File: config.mk
export PLATFORM = sky130hd
export DESIGN_NAME = irq_pin_gen
export DESIGN_NICKNAME = d
export VERILOG_FILES = /design/src/rtl/irq_pin_pkg.sv /design/src/rtl/irq_status_bank.sv /design/src/rtl/irq_req_gate.sv /design/src/rtl/irq_pin_shaper.sv /design/src/rtl/irq_pin_gen.sv
export SDC_FILE = /design/constraint.sdc
export NUM_CORES = 1
export LEC_CHECK = 0
export BUFFER_PORTS_ARGS = -buffer_cell sky130_fd_sc_hd__buf_4
export CAP_MARGIN = 20
export CELL_PAD_IN_SITES_DETAIL_PLACEMENT = 1
export CELL_PAD_IN_SITES_GLOBAL_PLACEMENT = 1
export CORE_ASPECT_RATIO = 1.4
export CORE_MARGIN = 3
export CORE_UTILIZATION = 31
export CTS_CLUSTER_DIAMETER = 120
export DETAILED_ROUTE_END_ITERATION = 8
export HOLD_SLACK_MARGIN = 0.05
export PLACE_DENSITY_LB_ADDON = 0.12
export SLEW_MARGIN = 0
export SYNTH_ARGS = -nofsm -noshare
export SYNTH_HDL_FRONTEND = slang
export SYNTH_SLANG_ARGS = --single-unit
export TNS_END_PERCENT = 10
File: constraint.sdc
create_clock -name clk_i -period 3.1 [get_ports clk_i]
set_input_delay 0.31 -clock clk_i [delete_from_list [all_inputs] [get_ports clk_i]]
set_output_delay 0.31 -clock clk_i [all_outputs]
set_load 0.01 [all_outputs]
File: src/rtl/irq_pin_pkg.sv
package irq_pin_pkg;

  // Pulse length in clock cycles: ceiling of clock (kHz) times width (ns) / 1e6.
  function automatic int unsigned pulse_cycles(input int unsigned clk_khz,
                                               input int unsigned width_ns);
    longint unsigned prod;
    longint unsigned cyc;
    prod = longint'(clk_khz) * longint'(width_ns);
    cyc  = (prod + 64'd999_999) / 64'd1_000_000;
    if (cyc == 0) cyc = 1;
    return int'(cyc);
  endfunction

  // Pin level from the logical assert state and the polarity selection.
  function automatic logic pin_level(input logic asserted, input logic active_high);
    return active_high ? asserted : ~asserted;
  endfunction

endpackage

File: src/rtl/irq_status_bank.sv
module irq_status_bank #(
  parameter int unsigned NUM_SRC = 8
) (
  input  logic               clk_i,
  input  logic               rst_ni,
  input  logic [NUM_SRC-1:0] event_i,
  input  logic               clear_we_i,
  input  logic [NUM_SRC-1:0] clear_bits_i,
  output logic [NUM_SRC-1:0] status_o
);

  logic [NUM_SRC-1:0] status_q;
  logic [NUM_SRC-1:0] clear_mask;

  assign clear_mask = clear_we_i ? clear_bits_i : '0;

  // A set arriving in the same cycle as its clear takes priority.
  always_ff @(posedge clk_i or negedge rst_ni) begin
    if (!rst_ni) status_q <= '0;
    else         status_q <= (status_q & ~clear_mask) | event_i;
  end

  assign status_o = status_q;

  p_set_r1: assert property (@(posedge clk_i) disable iff (!rst_ni)
    (|event_i) |=> ((status_o & $past(event_i)) == $past(event_i)));

  p_clear_r2: assert property (@(posedge clk_i) disable iff (!rst_ni)
    clear_we_i |=> ((status_o & $past(clear_bits_i & ~event_i)) == '0));

  p_hold_r2: assert property (@(posedge clk_i) disable iff (!rst_ni)
    (!clear_we_i && event_i == '0) |=> $stable(status_o));

endmodule

File: src/rtl/irq_req_gate.sv
module irq_req_gate #(
  parameter int unsigned NUM_SRC = 8
) (
  input  logic [NUM_SRC-1:0] status_i,
  input  logic [NUM_SRC-1:0] enable_i,
  input  logic               global_en_i,
  output logic               req_o
);

  logic [NUM_SRC-1:0] masked;

  for (genvar g = 0; g < NUM_SRC; g++) begin : g_mask
    assign masked[g] = status_i[g] & enable_i[g];
  end

  assign req_o = global_en_i & (|masked);

endmodule

File: src/rtl/irq_pin_shaper.sv
module irq_pin_shaper #(
  parameter int unsigned PULSE_CYCLES = 8
) (
  input  logic clk_i,
  input  logic rst_ni,
  input  logic req_i,
  input  logic pulse_mode_i,
  input  logic active_high_i,
  output logic pulse_busy_o,
  output logic pin_o
);

  localparam int unsigned CW = $clog2(PULSE_CYCLES + 1);

  logic          req_d;
  logic          req_rise;
  logic [CW-1:0] pulse_cnt;
  logic          asserted;

  assign req_rise = req_i & ~req_d;

  always_ff @(posedge clk_i or negedge rst_ni) begin
    if (!rst_ni) req_d <= 1'b0;
    else         req_d <= req_i;
  end

  always_ff @(posedge clk_i or negedge rst_ni) begin
    if (!rst_ni)                pulse_cnt <= '0;
    else if (!pulse_mode_i)     pulse_cnt <= '0;
    else if (req_rise)          pulse_cnt <= CW'(PULSE_CYCLES);
    else if (pulse_cnt != '0)   pulse_cnt <= pulse_cnt - CW'(1);
  end

  assign pulse_busy_o = (pulse_cnt != '0);
  assign asserted     = pulse_mode_i ? pulse_busy_o : req_i;
  assign pin_o        = irq_pin_pkg::pin_level(asserted, active_high_i);

  p_pulse_start_r6: assert property (@(posedge clk_i) disable iff (!rst_ni)
    (pulse_mode_i && req_rise) |=>
      (!pulse_mode_i || !$stable(active_high_i) || pin_o == active_high_i));

  p_pulse_idle_r6: assert property (@(posedge clk_i) disable iff (!rst_ni)
    (pulse_mode_i && !pulse_busy_o) |-> (pin_o == !active_high_i));

endmodule

File: src/rtl/irq_pin_gen.sv
module irq_pin_gen #(
  parameter int unsigned NUM_SRC  = 8,
  parameter int unsigned CLK_KHZ  = 48_000,
  parameter int unsigned PULSE_NS = 166
) (
  input  logic               clk_i,
  input  logic               rst_ni,
  input  logic [NUM_SRC-1:0] event_i,
  input  logic               clear_we_i,
  input  logic [NUM_SRC-1:0] clear_bits_i,
  input  logic [NUM_SRC-1:0] enable_i,
  input  logic               global_en_i,
  input  logic               pulse_mode_i,
  input  logic               active_high_i,
  output logic [NUM_SRC-1:0] status_o,
  output logic               irq_o
);

  localparam int unsigned PULSE_CYCLES = irq_pin_pkg::pulse_cycles(CLK_KHZ, PULSE_NS);

  logic masked_req;
  logic pulse_busy;

  irq_status_bank #(.NUM_SRC(NUM_SRC)) u_status (
    .clk_i        (clk_i),
    .rst_ni       (rst_ni),
    .event_i      (event_i),
    .clear_we_i   (clear_we_i),
    .clear_bits_i (clear_bits_i),
    .status_o     (status_o)
  );

  irq_req_gate #(.NUM_SRC(NUM_SRC)) u_gate (
    .status_i    (status_o),
    .enable_i    (enable_i),
    .global_en_i (global_en_i),
    .req_o       (masked_req)
  );

  irq_pin_shaper #(.PULSE_CYCLES(PULSE_CYCLES)) u_shaper (
    .clk_i         (clk_i),
    .rst_ni        (rst_ni),
    .req_i         (masked_req),
    .pulse_mode_i  (pulse_mode_i),
    .active_high_i (active_high_i),
    .pulse_busy_o  (pulse_busy),
    .pin_o         (irq_o)
  );

  p_gate_r3: assert property (@(posedge clk_i) disable iff (!rst_ni)
    (!pulse_mode_i && irq_o == active_high_i) |->
      (global_en_i && (status_o & enable_i) != '0));

  p_level_r5: assert property (@(posedge clk_i) disable iff (!rst_ni)
    (!pulse_mode_i && global_en_i && (status_o & enable_i) != '0) |->
      (irq_o == active_high_i));

  p_idle_r8: assert property (@(posedge clk_i) disable iff (!rst_ni)
    ((!global_en_i || (status_o & enable_i) == '0) && !pulse_busy) |->
      (irq_o == !active_high_i));

endmodule

==> qor.log, run 1 <==
[worst_hold_path] Cells on Worst Hold Path 2
[global_route] vias in the first global route 655
[cts] insertion delay to the later sink of the worst-skew pair 0.27 ns
[routing] total iterations of the first detailed-routing run 1
[finish] number of antenna diodes 0
[sta] time the final worst path needs with I/O delays and setup 2.28 ns
[finish] number of cells in the finished layout apart from fillers 118
[yosys] most numerous cell in the Yosys netlist sky130_fd_sc_hd__dfrtp_1
[routing] routed len/inst 13.7 microns
[finish] core utilization of the finished layout 0.527
[yosys] fraction of synthesized area in multiplexers 0.0324
[worst_setup_path] nature of the critical path endpoint primary output
[yosys] Mapped Cells 56
[yosys] Synth Area in Compound Gates 0.223
[sta] hold slack final 0.208 ns
[yosys] area share of and/or/nand/nor cells after synthesis 0.111
[finish] fill cell instance count of the final layout 215
[worst_setup_path] Setup CP Type reg2out
[pwr] peak supply drop 0.000224 V
[worst_setup_path] terminus of the critical flop-to-flop path u_shaper.pulse_cnt[1]
[routing] Final Routed Wirelength 1.62 mm
[sta] Worst Max-Slew Pin Slew 0.608 ns
[sta] clock skew after layout 0.00276 ns
[worst_setup_path] Crit path required time 2.79 ns
[yosys] synthesis warning total 0
[yosys] cell taking the most area after synthesis sky130_fd_sc_hd__dfrtp_1
[die] Die X 43.7 microns
[worst_setup_path] Worst Path Arrival 1.97 ns
[die] Core Rows 18
[sta] Slew Limit Headroom 0.594
[cts] root buffer selected by CTS sky130_fd_sc_hd__clkbuf_4
[worst_setup_path] maximum cell stage delay along the critical path 0.52 ns
[yosys] share of flip-flops with an asynchronous set or reset after synthesis 1.00
[yosys] Top FF cell, synth sky130_fd_sc_hd__dfrtp_1
[yosys] Distinct cells, synth 17
[pwr] Pwr Density 552 mW/mm^2
[die] die extent in y 58.8 microns
[finish] share of cells above drive strength 1 0.429
[status] result of the run finished, final reports clean
[yosys] EDFF count, synth 0
[yosys] dominant cells by area after synthesis sky130_fd_sc_hd__dfrtp_1 53%, sky130_fd_sc_hd__a21o_1 9.7%, sky130_fd_sc_hd__a22o_1 5.7%, sky130_fd_sc_hd__nand2_1 4.9%, sky130_fd_sc_hd__o41ai_4 4.5%
[placement] placement-stage worst setup slack 1.08 ns
[global_route] total routing resource utilization after global routing 0.146
[placement] Placed Cells incl. Taps 113
[pwr] overall power consumption 0.530 mW
[yosys] number of storage elements in the synthesis netlist 13
[sta] number of hold violations in the final report 0
[sta] number of pins with negative max-slew slack in the final report 0
[finish] area delta synth->final 55.5%
[global_route] initial antenna violation count 0
[worst_setup_path] r2r setup slk 1.51 ns
[routing] antenna-violating nets left 0
[routing] post-detailed-route DRC marker count 0
[worst_setup_path] worst path bufs/invs 2
[yosys] arithmetic-cell share of the synthesized area counting full adders, half adders and majority gates 0.0405
[placement] half-perimeter wire length after placement 1.40 mm
[yosys] Synthesized Nets 88
[worst_setup_path] launch instance of the worst register-to-register path u_shaper.pulse_cnt[0]
[pwr] LEAKAGE 0.482 nW
[cts] H-tree depth 1
[yosys] main combinational cell family by area after synthesis compound AO/OA/AOI/OAI gates
[worst_setup_path] cell at the slowest stage of the critical path sky130_fd_sc_hd__nor3b_1
[routing] routed via count 585
[yosys] top cells by instance count after synthesis 13 x sky130_fd_sc_hd__dfrtp_1, 8 x sky130_fd_sc_hd__a21o_1, 8 x sky130_fd_sc_hd__nand2_1
[yosys] post-synth top area share 0.526
[global_route] global-route wire length before repair 2.80 mm
[sta] Fmax 438 MHz
[worst_setup_path] startpoint kind of the worst setup timing path register
[sta] setup violation total in the final timing report 0
[cts] largest buffer count on any clock path 2
[placement] Placed Instance Area 925 sq um
[finish] Net count, final 131
[yosys] mean instance size in the synthesized netlist 11.0 sq um
[worst_setup_path] Worst Reg-to-Reg Cells 6
[cts] setup fix buffers added after clock tree synthesis 0
[yosys] register area share after synthesis 0.526
[cts] clock edge transition at the registers on the reported setup and hold paths 0.08 ns
[worst_setup_path] category of cells accounting for the largest share of critical-path delay simple AND/OR/NAND/NOR gates
[cts] TritonCTS Buffers 3
[global_route] total congestion overflow 0
[die] effective utilization at floorplan 0.339
[routing] per-cell via count in the routed design 4.96
[sta] final critical-path setup slack 0.817 ns
[worst_setup_path] largest fanout of any net on the critical path 5
[worst_hold_path] Hold EP u_status.status_o[2]
[placement] placer's final routability congestion estimate 0.705
[routing] DRC violation total after the first TritonRoute iteration 0
[die] boundary pin count 39
[placement] count of buffers inserted at the top-level ports 38
[cts] TritonCTS clock tree yes
[worst_hold_path] type of the worst min-delay path in2reg
[flow_run] Max Cap Violations 0
[die] placeable core region 0.00182 sq mm
[cts] post-cts sizing count 0
[worst_hold_path] critical hold path startpoint event_i[2]
[sta] setup repair after global routing missed its margin false
[finish] finished layout cell area 961 sq um
[sta] setup TNS after final layout 0 ns
[die] Die ar. 0.00257 sq mm
[cts] Sinks on Clock Net 13
[global_route] maximum number of pins on one net before global-route repair 14
[yosys] xor/xnor cell area share of the yosys netlist 0.0425
[sta] portion of the clock cycle consumed by the worst path in the final layout 0.737
[worst_setup_path] chain of cells forming the critical path inv_1 -> ha_1 -> nor3b_1 -> mux2i_1 -> xnor2_1 -> buf_4
[yosys] Syn Std Cell Area 618 sq um
## flip-flops by register name, summed over array words and instances (netlist names)
signal and flops:
u_status.status_o 8, u_shaper.pulse_cnt 4, u_shaper.req_d 1
## how the worst max path moves through the flow
stage	startpoint	end	slack, ns	depth (start not counted)
4_1_cts	u_shaper.pulse_cnt[0]	irq_o	0.76	6
5_1_grt	u_shaper.pulse_cnt[0]	irq_o	0.56	6
6_report	u_shaper.pulse_cnt[0]	irq_o	0.82	6
2_1_floorplan	u_shaper.pulse_cnt[0]	irq_o	1.33	5
3_3_place_gp	u_shaper.pulse_cnt[0]	irq_o	1.22	6
3_5_place_dp	u_shaper.pulse_cnt[0]	irq_o	1.08	6
## repair_timing
action | in CTS | in global routing
setup endpoints to repair | 0 | 0
hold buffers | 1 | 0
hold endpoints to repair | 13 | 0
## cells by family after synthesis
kind of cell / Yosys count
AOI/OAI and AO/OA: 16
xor gates and xnor gates: 3
DFF: 13
adders and majority gates: 2
muxes: 2
buffers and inverters: 4
and+or+nand+nor: 16
## layout by cell type (no fill, tap or decap), drive strengths merged
| cell | n |
|---|---|
| nand2 | 8 |
| nor3 | 2 |
| dlygate4sd3 | 1 |
| o21ai | 2 |
| mux2i | 2 |
| nor3b | 1 |
| ha | 2 |
| a22o | 4 |
| dfrtp | 13 |
| a21oi | 1 |
| and2 | 1 |
| o41ai | 1 |
| inv | 3 |
| a21o | 8 |
| xnor2 | 3 |
| buf | 38 |
| nor2 | 4 |
| clkbuf | 4 |
## cell type report
| type | count | area, sq um | area share |
|---|---|---|---|
| Timing Repair Buffer | 39 | 295 | 0.307 |
| Inverter | 3 | 11.3 | 0.0117 |
| Clock buffer | 4 | 26.3 | 0.0273 |
| Multi-Input combinational cell | 39 | 278 | 0.289 |
| Tap cell | 20 | 25.0 | 0.0260 |
| Sequential cell | 13 | 325 | 0.339 |
## routing by layer
metal	up-vias	GRT usage	part of all wire
met1	283	0.147	0.34
met5	-	0	0
met4	0	0.0776	0.0056
met2	23	0.271	0.57
li1	277	-	-
met3	2	0.0306	0.083
## power breakdown
group	leakage (nW)	internal, mW	total (mW)	switching (mW)
registers	0.145	0.196	0.219	0.0226
clock network	0.0150	0.0498	0.104	0.0540
logic	0.322	0.111	0.207	0.0964
total	0.482	0.357	0.530	0.173
## worst reg2reg max path, stage by stage, from the launching register on
cell and delay, ns:
sky130_fd_sc_hd__dfrtp_1 0.38, sky130_fd_sc_hd__inv_1 0.12, sky130_fd_sc_hd__ha_1 0.17, sky130_fd_sc_hd__nor3b_1 0.52
sky130_fd_sc_hd__nor2_1 0.08, sky130_fd_sc_hd__a21oi_1 0.15, sky130_fd_sc_hd__nor2_1 0.06
Power figures use the tool's default switching activity.
==> inputs of run 2 (changes only) <==
--- a/config.mk
+++ b/config.mk
@@ -11,7 +11,7 @@
 export CELL_PAD_IN_SITES_GLOBAL_PLACEMENT = 1
 export CORE_ASPECT_RATIO = 1.4
 export CORE_MARGIN = 3
-export CORE_UTILIZATION = 31
+export CORE_UTILIZATION = 26
 export CTS_CLUSTER_DIAMETER = 120
 export DETAILED_ROUTE_END_ITERATION = 8
 export HOLD_SLACK_MARGIN = 0.05
==> constraint.sdc (replaced) <==
create_clock -name clk_i -period 1.9 [get_ports clk_i]
set_input_delay 0.19 -clock clk_i [delete_from_list [all_inputs] [get_ports clk_i]]
set_output_delay 0.19 -clock clk_i [all_outputs]
set_load 0.01 [all_outputs]
==> run 2 against run 1 <==
  * Final cell count grew 6.8%
  * Wire length up 3.2%
  * Cell area grew 4.9%
  * Total power up 69%
  * Count of clock-buffer cells in the layout stayed put
  * Die area increased by 17%
  * Global-route usage is 2.6 points lower
  * Sequential cell count unchanged
  * Sequential power rose by 61%
  * Hold slack lost 0.13 ns
  * Critical endpoint unchanged
==> qor.log, run 2 (synthesized netlist as in run 1, its figures left out) <==
[pwr] LEAKAGE 0.509 nW
[worst_setup_path] cell at the slowest stage of the critical path sky130_fd_sc_hd__dfrtp_1
[worst_setup_path] chain of cells forming the critical path a22o_1 -> o41ai_4 -> mux2i_1 -> xnor2_1 -> buf_4
[sta] final critical-path setup slack 0.00408 ns
[die] boundary pin count 39
[cts] H-tree depth 1
[pwr] portion of total power attributed to combinational logic 0.411
[routing] antenna-violating nets left 0
[sta] clock skew after layout 0.00617 ns
[worst_setup_path] Worst Path Arrival 1.71 ns
[cts] largest buffer count on any clock path 2
[worst_setup_path] Crit path required time 1.71 ns
[finish] max FFs per register 8
[finish] fill cell instance count of the final layout 268
[finish] area delta synth->final 63.2%
[finish] most common cell after layout, fill and taps aside sky130_fd_sc_hd__buf_4
[worst_hold_path] critical hold path startpoint event_i[1]
[worst_setup_path] launch instance of the worst register-to-register path u_status.status_o[3]
[placement] count of buffers inserted at the top-level ports 38
[pwr] sequential fraction of design power 0.394
[placement] half-perimeter wire length after placement 1.38 mm
[pwr] peak supply drop 0.000377 V
[routing] per-cell via count in the routed design 4.80
[global_route] vias in the first global route 623
[finish] number of antenna diodes 0
[finish] footprint of the multi-input gates 278 sq um
[sta] Fmax 527 MHz
[die] Die ar. 0.00301 sq mm
[status] result of the run finished, final reports clean
[cts] Sinks on Clock Net 13
[sta] time the final worst path needs with I/O delays and setup 1.90 ns
[pwr] Pwr Density 889 mW/mm^2
[sta] setup TNS after final layout 0 ns
[worst_setup_path] maximum cell stage delay along the critical path 0.40 ns
[routing] Final Routed Wirelength 1.67 mm
[sta] number of pins with negative max-slew slack in the final report 0
[worst_hold_path] Cells on Worst Hold Path 2
[pwr] proportion of total power due to net switching 0.317
[finish] Sequential cell area 325 sq um
[finish] commonest non-fill, non-tap cells in the layout 44 x sky130_fd_sc_hd__buf_4, 13 x sky130_fd_sc_hd__dfrtp_1, 8 x sky130_fd_sc_hd__nand2_1, 8 x sky130_fd_sc_hd__a21o_1
[pwr] clock network fraction of design power 0.195
[sta] portion of the clock cycle consumed by the worst path in the final layout 0.998
[routing] total iterations of the first detailed-routing run 2
[worst_setup_path] Worst Reg-to-Reg Cells 5
[placement] placer's final routability congestion estimate 0.623
[worst_setup_path] nature of the critical path endpoint primary output
[sta] Slew Limit Headroom 0.822
[finish] Net count, final 137
[sta] number of hold violations in the final report 0
[flow_run] Max Cap Violations 0
[worst_setup_path] startpoint kind of the worst setup timing path register
[worst_setup_path] largest fanout of any net on the critical path 3
[sta] setup repair after global routing missed its margin true
[sta] hold slack final 0.0788 ns
[routing] post-detailed-route DRC marker count 0
[die] Die X 47.2 microns
[cts] insertion delay to the later sink of the worst-skew pair 0.28 ns
[worst_hold_path] Hold EP u_status.status_o[1]
[finish] share of cells above drive strength 1 0.462
[die] effective utilization at floorplan 0.278
[worst_setup_path] r2r setup slk 0.42 ns
[worst_hold_path] type of the worst min-delay path in2reg
[routing] routed via count 605
[global_route] total routing resource utilization after global routing 0.120
[pwr] internal cell power 0.613 mW
[die] Core Rows 20
[cts] root buffer selected by CTS sky130_fd_sc_hd__clkbuf_4
[global_route] total congestion overflow 0
[sta] Worst Max-Slew Pin Slew 0.266 ns
[die] placeable core region 0.00223 sq mm
[cts] TritonCTS Buffers 3
[placement] placement-stage worst setup slack 0.209 ns
[worst_setup_path] terminus of the critical flop-to-flop path u_shaper.pulse_cnt[3]
[global_route] initial antenna violation count 0
[worst_setup_path] Setup CP Type reg2out
[routing] DRC violation total after the first TritonRoute iteration 1
[global_route] global-route wire length before repair 2.55 mm
[global_route] maximum number of pins on one net before global-route repair 14
[pwr] net switching power figure 0.284 mW
[sta] setup violation total in the final timing report 0
[die] die extent in y 63.7 microns
[cts] clock edge transition at the registers on the reported setup and hold paths 0.08 ns
[cts] TritonCTS clock tree yes
[routing] routed len/inst 13.3 microns
-- run 2: cell count changes in the layout (fill, tap and decap cells not counted), sizes merged --
cell	delta
buf	+6
-- run 2: final cells by class --
class                      count  share of cell area
clock buffer                   4              0.0261
timing repair buffer          45               0.337
multi-input combinational     39               0.275
tap                           22              0.0273
inverter                       3              0.0112
sequential                    13               0.323
-- run 2: worst max-delay path: cells and delay by family (launching register included) --
family | cells | cell delay (ns)
flops | 1 | 0.40
compound gates | 2 | 0.59
xor+xnor | 1 | 0.16
mux | 1 | 0.13
buf+inv | 1 | 0.14
-- run 2: worst max-delay path by stage --
| stage | startpoint | to | cells after the start |
|---|---|---|---|
| after floorplan | u_shaper.pulse_cnt[0] | irq_o | 5 |
| after global placement | u_status.status_o[5] | irq_o | 5 |
| after detailed placement | u_status.status_o[5] | irq_o | 5 |
| after CTS | u_status.status_o[2] | irq_o | 5 |
| after global routing | u_status.status_o[6] | irq_o | 5 |
| final | u_status.status_o[3] | irq_o | 5 |
-- run 2: through the flow --
step / util / cell area, sq um / total power [mW] / cells
after floorplan: - / 618 / 0.569 / 56
after CTS: 0.443 / 986 / 0.911 / 123
after global placement: 0.420 / 935 / 0.724 / 116
after global routing: 0.453 / 1010 / 0.975 / 126
final: 0.453 / 1010 / 0.897 / 126
after detailed placement: 0.420 / 935 / 0.726 / 116
-- run 2: per-layer routing --
metal / wire, microns / track usage / vias to the layer above
met1: 573 / 0.133 / 292
met2: 968 / 0.201 / 21
met5: 0 / 0 / -
li1: - / - / 288
met4: 23 / 0.0623 / 0
met3: 104 / 0.0257 / 4
-- run 2: power by group through the flow --
stage	sequential, mW	combinational (mW)	clock, mW
2_1_floorplan	0.358	0.211	0
3_3_place_gp	0.360	0.364	0
3_5_place_dp	0.361	0.364	0
4_1_cts	0.355	0.373	0.183
5_1_grt	0.358	0.420	0.197
6_report	0.353	0.369	0.175
-- run 2: timing repair --
action                                  CTS  global route
hold buffers                              1             0
endpoints found under the setup margin    1             1
pin swaps                                 2             4
setup buffers                             2             3
gates resized for setup                   0             0
hold endpoints to repair                 13             0
